File: src/rtl/xbus_pkg.sv
package xbus_pkg;

    typedef enum logic [2:0] {
        PH_IDLE  = 3'd0,
        PH_ADDR  = 3'd1,
        PH_ASHI  = 3'd2,
        PH_FLOAT = 3'd3,
        PH_DSLO  = 3'd4,
        PH_DSHI  = 3'd5,
        PH_DONE  = 3'd6
    } phase_e;

endpackage

File: src/rtl/xbus_stretch.sv
module xbus_stretch #(
    parameter int EXTRA = 2
) (
    input  logic clk,
    input  logic rst_n,
    input  logic load,
    input  logic ext,
    input  logic run,
    output logic last
);
    localparam int CW = (EXTRA < 1) ? 1 : $clog2(EXTRA + 1);

    logic [CW-1:0] cnt_d, cnt_q;

    always_comb begin
        cnt_d = cnt_q;
        if (load)
            cnt_d = ext ? CW'(EXTRA) : '0;
        else if (run && cnt_q != '0)
            cnt_d = cnt_q - 1'b1;
    end

    always_ff @(posedge clk or negedge rst_n) begin
        if (!rst_n) cnt_q <= '0;
        else        cnt_q <= cnt_d;
    end

    assign last = (cnt_q == '0);

endmodule

File: src/rtl/xbus_drive.sv
module xbus_drive
    import xbus_pkg::*;
#(
    parameter int W = 8
) (
    input  phase_e         phase,
    input  logic [W-1:0]   addr,
    input  logic [W-1:0]   wdata,
    input  logic           rd,
    output logic [W-1:0]   ad_o,
    output logic           ad_oe,
    output logic           as_n,
    output logic           ds_n,
    output logic           rw_n,
    output logic           done
);
    logic addr_ph, data_ph, dir_ph;

    always_comb begin
        addr_ph = (phase == PH_ADDR) || (phase == PH_ASHI);
        data_ph = !rd && ((phase == PH_FLOAT) || (phase == PH_DSLO) || (phase == PH_DSHI));
        dir_ph  = (phase != PH_IDLE) && (phase != PH_DONE);
        as_n    = (phase != PH_ADDR);
        ds_n    = (phase != PH_DSLO);
        rw_n    = dir_ph ? rd : 1'b1;
        done    = (phase == PH_DONE);
        ad_oe   = addr_ph || data_ph;
        if (addr_ph)      ad_o = addr;
        else if (data_ph) ad_o = wdata;
        else              ad_o = '0;
    end

endmodule

File: src/rtl/xbus_seq.sv
module xbus_seq
    import xbus_pkg::*;
#(
    parameter int W     = 8,
    parameter int EXTRA = 2
) (
    input  logic         clk,
    input  logic         rst_n,
    input  logic         req_i,
    input  logic         rd_i,
    input  logic         ext_i,
    input  logic [W-1:0] addr_i,
    input  logic [W-1:0] wdata_i,
    output logic [W-1:0] rdata_o,
    output logic         done_o,
    output logic [W-1:0] ad_o,
    output logic         ad_oe_o,
    input  logic [W-1:0] ad_i,
    output logic         as_n_o,
    output logic         ds_n_o,
    output logic         rw_n_o
);
    typedef struct packed {
        phase_e       phase;
        logic [W-1:0] addr;
        logic [W-1:0] wdata;
        logic         rd;
        logic         ext;
        logic [W-1:0] rdata;
    } seq_t;

    seq_t r_d, r_q;
    logic load, ds_last;

    xbus_stretch #(.EXTRA(EXTRA)) u_stretch (
        .clk   (clk),
        .rst_n (rst_n),
        .load  (load),
        .ext   (r_q.ext),
        .run   (r_q.phase == PH_DSLO),
        .last  (ds_last)
    );

    always_comb begin
        r_d  = r_q;
        load = 1'b0;
        unique case (r_q.phase)
            PH_IDLE: if (req_i) begin
                r_d.phase = PH_ADDR;
                r_d.addr  = addr_i;
                r_d.wdata = wdata_i;
                r_d.rd    = rd_i;
                r_d.ext   = ext_i;
            end
            PH_ADDR:  r_d.phase = PH_ASHI;
            PH_ASHI:  r_d.phase = PH_FLOAT;
            PH_FLOAT: begin
                r_d.phase = PH_DSLO;
                load      = 1'b1;
            end
            PH_DSLO: if (ds_last) begin
                r_d.phase = PH_DSHI;
                if (r_q.rd) r_d.rdata = ad_i;
            end
            PH_DSHI:  r_d.phase = PH_DONE;
            PH_DONE:  r_d.phase = PH_IDLE;
            default:  r_d.phase = PH_IDLE;
        endcase
    end

    always_ff @(posedge clk or negedge rst_n) begin
        if (!rst_n) begin
            r_q       <= '0;
            r_q.phase <= PH_IDLE;
        end else begin
            r_q <= r_d;
        end
    end

    xbus_drive #(.W(W)) u_drive (
        .phase (r_q.phase),
        .addr  (r_q.addr),
        .wdata (r_q.wdata),
        .rd    (r_q.rd),
        .ad_o  (ad_o),
        .ad_oe (ad_oe_o),
        .as_n  (as_n_o),
        .ds_n  (ds_n_o),
        .rw_n  (rw_n_o),
        .done  (done_o)
    );

    assign rdata_o = r_q.rdata;

    p_strobes_exclusive_r11: assert property (@(posedge clk) disable iff (!rst_n)
        !(!as_n_o && !ds_n_o));

    p_as_one_cycle_r2: assert property (@(posedge clk) disable iff (!rst_n)
        $fell(as_n_o) |=> as_n_o);

    p_addr_held_r3: assert property (@(posedge clk) disable iff (!rst_n)
        $rose(as_n_o) |-> (ad_oe_o && ad_o == $past(ad_o)));

    p_read_float_r4: assert property (@(posedge clk) disable iff (!rst_n)
        ($fell(ds_n_o) && rw_n_o) |-> (!ad_oe_o && !$past(ad_oe_o)));

    p_rw_stable_r5: assert property (@(posedge clk) disable iff (!rst_n)
        !ds_n_o |-> $stable(rw_n_o));

    p_write_hold_r6: assert property (@(posedge clk) disable iff (!rst_n)
        ($rose(ds_n_o) && !rw_n_o) |-> (ad_oe_o && $stable(ad_o)));

    p_ds_short_r7: assert property (@(posedge clk) disable iff (!rst_n)
        ($fell(ds_n_o) && !r_q.ext) |=> ds_n_o);

    p_ds_long_r7: assert property (@(posedge clk) disable iff (!rst_n)
        ($fell(ds_n_o) && r_q.ext) |=> !ds_n_o);

    p_done_pulse_r9: assert property (@(posedge clk) disable iff (!rst_n)
        done_o |=> !done_o);

    p_no_strobe_after_done_r10: assert property (@(posedge clk) disable iff (!rst_n)
        done_o |=> as_n_o);

endmodule

File: config.mk
export PLATFORM = sky130hd
export DESIGN_NAME = xbus_seq
export DESIGN_NICKNAME = d
export VERILOG_FILES = /design/src/rtl/xbus_pkg.sv /design/src/rtl/xbus_stretch.sv /design/src/rtl/xbus_drive.sv /design/src/rtl/xbus_seq.sv
export SDC_FILE = /design/constraint.sdc
export NUM_CORES = 1
export LEC_CHECK = 0
export ABC_AREA = 0
export BUFFER_PORTS_ARGS = -buffer_cell sky130_fd_sc_hd__clkbuf_2
export CAP_MARGIN = 20
export CORE_MARGIN = 1
export CORE_UTILIZATION = 35
export DETAILED_ROUTE_END_ITERATION = 8
export PLACE_DENSITY = 0.63
export SYNTH_ARGS = -nofsm -noshare
export SYNTH_HDL_FRONTEND = slang
export SYNTH_SLANG_ARGS = --single-unit
File: constraint.sdc
create_clock -name clk -period 3.4 [get_ports clk]
set_input_delay 0.68 -clock clk [delete_from_list [all_inputs] [get_ports clk]]
set_output_delay 0.68 -clock clk [all_outputs]
set_load 0.01 [all_outputs]
Yosys cells after proc, flatten, opt, wreduce, memory -nomap -nowiden
Cells that the tools add are included.
{"block": "totals", "ff_bits": 31, "in_bits": 29, "out_inout_bits": 21, "word_cells": 45}
{"block": "op_classes", "n_addsub": 1, "eq_ne": 11, "mux": 10, "reduce_logical": 16}
{"cell": "21-bit 2-to-1 mux", "n": 1}
{"cell": "3-bit one-hot mux with 6 select lines", "n": 1}
{"cell": "8-bit 2-to-1 mux", "n": 2}
{"cell": "3-bit equality test, second input constant", "n": 3}
{"cell": "3-bit by 2-bit equality test with 1-bit output, second input constant", "n": 2}
{"cell": "2-bit 2-to-1 mux", "n": 3}
{"cell": "3-bit != test, second input constant", "n": 2}
{"cell": "1-bit logical OR", "n": 4}
{"cell": "2-bit != test, second input constant", "n": 2}
{"cell": "2-bit AND reduction", "n": 2}
{"cell": "2-bit nonzero test", "n": 2}
{"cell": "3-bit by 1-bit equality test with 1-bit output, second input constant", "n": 1}
{"cell": "1-bit logical AND", "n": 3}
{"cell": "3-bit logical NOT", "n": 1}
{"cell": "3-bit 2-to-1 mux", "n": 1}
{"cell": "3-bit by 1-bit != test with 1-bit output, second input constant", "n": 1}
{"cell": "3-bit AND reduction", "n": 1}
{"cell": "3-bit nonzero test", "n": 1}
{"cell": "2-bit logical NOT", "n": 1}
{"cell": "1-bit 2-to-1 mux", "n": 2}
{"cell": "2-bit by 1-bit subtractor with 2-bit output, second input constant", "n": 1}
{"cell": "1-bit logical NOT", "n": 1}

Longest topological paths before layout
{"block": "depth", "ltp_word": 6, "ltp_mapped": 5, "depth_no_buf": 5}

Cells and area by module
From an unflattened synthesis, not the netlist that was laid out.
{"block": "hier_totals", "cells_unflattened": 139, "area_unflattened_um2": 1710.4}
{"module": "xbus_seq", "instances": 1, "cells_per_inst": 78, "area_each_um2": 1193.6, "seq_area_each_um2": 725.7}
{"module": "xbus_drive", "instances": 1, "cells_per_inst": 49, "area_each_um2": 390.4, "seq_area_each_um2": 0.0}
{"module": "xbus_stretch", "instances": 1, "cells_per_inst": 12, "area_each_um2": 126.4, "seq_area_each_um2": 50.0}

Worst setup path before layout
OpenSTA, ideal clock, no wires.
{"block": "synth_path", "path_kind": "register -> output", "start": "reg, netlist name r_q[27]", "end": "out ad_o[0]", "arrival_time_ns": 1.273, "required_ns": 2.720, "path_slack_ns": 1.447, "path_stages_with_launch": 5, "n_path_buf": 1, "cell_sequence": "dfrtp_1 buf_6 nand2b_1 a21oi_1 a22o_1"}
{"block": "synth_between", "elab_chain_cells": 6, "word_cells_on_any_way": 11, "cone_classes": "5 x eq/ne; 2 x mux; 4 x reduce/logical"}
{"item": "3-bit by 2-bit equality test with 1-bit output or 3-bit equality test (tied branches)", "line": "xbus_drive.sv:21", "source": "data_ph = !rd && ((phase == PH_FLOAT) || (phase == PH_DSLO) || (phase == PH_DSHI));"}
{"item": "1-bit logical OR (2 in series)", "line": "xbus_drive.sv:21"}
{"item": "1-bit logical AND", "line": "xbus_drive.sv:21"}
{"item": "8-bit 2-to-1 mux", "line": "xbus_drive.sv:29", "source": "else if (data_ph) ad_o = wdata;"}
{"item": "8-bit 2-to-1 mux *", "line": "xbus_drive.sv:28", "source": "if (addr_ph) ad_o = addr;"}
{"item": "to (decl)", "line": "xbus_seq.sv:16", "source": "output logic [W-1:0] ad_o,"}
Mark *: on every way between the ends. The rest lies on a longest branch, timed or not.

Final worst setup path
{"block": "layout_path", "start": "reg, netlist name r_q[26]", "end": "out ad_o[4]"}
{"block": "layout_between", "elab_chain_cells": 6, "word_cells_on_any_way": 11, "cone_classes": "5 x eq/ne; 2 x mux; 4 x reduce/logical"}
{"item": "3-bit by 2-bit equality test with 1-bit output or 3-bit equality test (tied branches)", "line": "xbus_drive.sv:21"}
{"item": "1-bit logical OR (2 in series)", "line": "xbus_drive.sv:21"}
{"item": "1-bit logical AND", "line": "xbus_drive.sv:21"}
{"item": "8-bit 2-to-1 mux", "line": "xbus_drive.sv:29"}
{"item": "8-bit 2-to-1 mux *", "line": "xbus_drive.sv:28"}
Marked as above.

==> summary.md <==
| Metric | Value |
|---|---|
| CTS Buf Count | `5` |
| IO buf count | `49` |
| Pins Over Slew Limit | `0` |
| Detail Placement HPWL | `2069 µm` |
| Number of setup violations in the final report | `0` |
| Initial DRC Count | `23` |
| CP max stage cell | `a21oi_1` |
| Critical-path cell list | `nand2b_1 -> a21oi_1 -> a22o_1 -> clkbuf_2` |
| Max Cap Viol | `0` |
| Worst r2r src | `u_stretch.cnt_q[0]$_DFFE_PN0P_` |
| Slew HR | `47.72%` |
| Sequential share of power | `40.1%` |
| Cts repair resizes | `0` |
| Largest net degree at the start of global routing | `32` |
| Die Y | `66.70 µm` |
| Die area | `4449 µm²` |
| Internal power | `1.125 mW` |
| FF+latch count, synth | `31` |
| Maximum root-to-sink buffer count | `2` |
| Gr usage total | `13.56%` |
| Hold-fix buffers at CTS | `0` |
| Setup TNS | `0 ns` |
| Starting density of the core | `36.63%` |
| Routed vias | `1007` |
| Core Util, Final | `44.64%` |
| Post-synth top flop | `dfrtp_1` |
| Number of synthesized flops with an enable pin | `0` |
| Commonest non-fill, non-tap cell in the layout | `clkbuf_2` |
| Drt first pass iters | `4` |
| Peak supply drop | `0.0004226 V` |
| Die Wd | `66.70 µm` |
| Final #Nets | `186` |
| Power share of the combinational group | `41.9%` |
| Register-to-register setup slack | `1.60 ns` |
| R2R cell count | `5` |
| Status | `complete, no violations` |
| Layout cells sized above 1 | `57.32%` |
| RD Place Congestion | `0.7103` |
| Worst skew pair latency | `0.27 ns` |
| CTS sink cnt | `31` |
| Worst r2r dst | `rdata_o[4]$_DFFE_PN0P_` |
| Post-synth cell types | `29` |
| Syn Nets | `141` |
| First-pass GRT wire length | `4381 µm` |
| # placed instances | `199` |
| Pwr/cell area | `972.9 nW/µm²` |
| Rows | `23` |
| N_diodes | `0` |
| Synth top area share | `52.95%` |
| Kind of critical path | `register to output pin` |
| Post-CTS Setup Inserts | `0` |
| Io pins | `50` |
| Sequential area share after synthesis | `52.95%` |
| CP peak stage delay | `0.64 ns` |
| Synthesized area | `1465 µm²` |
| Area of the core | `4000 µm²` |
| Final hold slack | `0.4803 ns` |
| F_max | `360.9 MHz` |
| Synthesis Warnings | `0` |
| Clock transition at path regs | `0.06 ns` |
| Final min period | `2.770 ns` |
| Filler cells | `401` |
| Dominant cell type by area after synthesis | `dfrtp_1` |
| Clock power frac | `17.9%` |
| Family with the most delay on the worst path | `compound AO/OA/AOI/OAI gates` |
| FFs w/ async S/R, synth | `100.0%` |
| Worst setup EP type | `output pin` |
| Critical path launch point type | `register` |
| Leakage | `0.8561 nW` |
| Via/cell ratio | `4.865` |
| Crit path arrival time | `2.09 ns` |
| Initial antenna violation count | `0` |
| # H-tree levels | `2` |
| Final routed DRC violation total | `0` |
| Final period util | `81.48%` |
| CTS tree | `done` |
| Buffers plus inverters on the worst setup path | `1` |
| Worst-path fanout max | `13` |
| Avg Cell Area, Syn | `13.20 µm²` |
| Wire per inst | `13.41 µm` |
| Critical Path RT | `2.72 ns` |
| Switching part of the total | `35.21%` |
| Hold Fails Final Rpt | `0` |
| DRT antenna net count | `0` |
| Synth area leaders | `dfrtp_1, mux2_2, a22o_1` |
| Worst Clk Skew | `0.002989 ns` |
| Post-Layout Cell Count | `207` |
| GRT Residual Overflow | `0` |
| Cells after Synth | `111` |
| Most frequent cells in the layout | `clkbuf_2, dfrtp_1, mux2_2` |
| Root Buffer | `clkbuf_8` |
| Final wirelength | `2776 µm` |
| Crit. path cell count | `4` |
| Switching power total | `0.6116 mW` |
| Vias in the first global route | `982` |
| Unrepaired setup endpoints after global routing | `no` |
| P&R area growth vs syn | `21.86%` |
| HP Class | `primary input to asynchronous set/reset pin` |
| Worst-margin pin slew | `0.7842 ns` |
power by group through the flow:
stage | sequential, mW | combinational [mW] | clock [mW]
floorplan | 0.629 | 0.637 | 0
global placement | 0.688 | 0.716 | 0
CTS | 0.701 | 0.742 | 0.326
global route | 0.728 | 0.801 | 0.343
detailed placement | 0.708 | 0.738 | 0
finish | 0.697 | 0.729 | 0.312
cells in the mapped netlist (2+ instances only):
cell and number:
inv_1 4, mux2_2 26, buf_6 3, nand2_1 3
buf_4 8, or2_2 2, nand2b_1 2, nor3_1 2
nor2_1 2, a21oi_1 3, dfrtp_1 31, a22o_1 8
registers in the layout, summed over array words and instances, names as in the netlist:
name	cells
r_q	21
rdata_o	8
u_stretch.cnt_q	2
kinds of logic after synthesis:
kind of cell / count (synthesis) / share of synthesized area [%]
DFF: 31 / 52.95
muxes: 26 / 19.98
AOI/OAI and AO/OA: 18 / 9.138
and+or+nand+nor: 18 / 8.710
buffers and inverters: 16 / 7.771
xor gates and xnor gates: 1 / 0.5979
adders and majority gates: 1 / 0.8538
worst max-delay path by stage:
| stage | to | slack, ns | start |
|---|---|---|---|
| 6_report | ad_o[4] | 0.63 | r_q[26]$_DFFE_PN0P_ |
| 5_1_grt | ad_o[4] | 0.48 | r_q[26]$_DFFE_PN0P_ |
| 4_1_cts | ad_o[4] | 0.61 | r_q[26]$_DFFE_PN0P_ |
| 3_5_place_dp | ad_o[4] | 0.92 | r_q[26]$_DFFE_PN0P_ |
| 3_3_place_gp | ad_o[4] | 1.01 | r_q[26]$_DFFE_PN0P_ |
| 2_1_floorplan | ad_o[0] | 1.45 | r_q[27]$_DFFE_PN0P_ |
stage by stage:
step	setup slack, ns	instance area (µm²)	power [mW]
3_5_place_dp	0.9163	1682	1.446
4_1_cts	0.6110	1785	1.769
5_1_grt	0.4793	1785	1.873
6_report	0.6295	1785	1.737
3_3_place_gp	1.007	1682	1.404
2_1_floorplan	1.447	1465	1.266
area by class of cell:
type	count	area, µm²	share of cell area (%)
sequential	31	775.7	43.45
clock inverter	1	7.507	0.4205
tap	50	62.56	3.504
multi-input combinational	64	575.6	32.24
inverter	4	15.01	0.8409
clock buffer	7	96.34	5.396
timing repair buffer	50	252.7	14.16
layer usage:
| metal | share of wire [%] | up-vias | GRT usage (%) | wire (µm) |
|---|---|---|---|---|
| met5 | 0 | - | 0 | 0 |
| li1 | - | 476 | - | - |
| met1 | 42 | 492 | 15.23 | 1163 |
| met3 | 6.5 | 2 | 4.281 | 180 |
| met4 | 0.97 | 0 | 3.989 | 27 |
| met2 | 51 | 37 | 24.24 | 1405 |
Power figures use the tool's default switching activity.
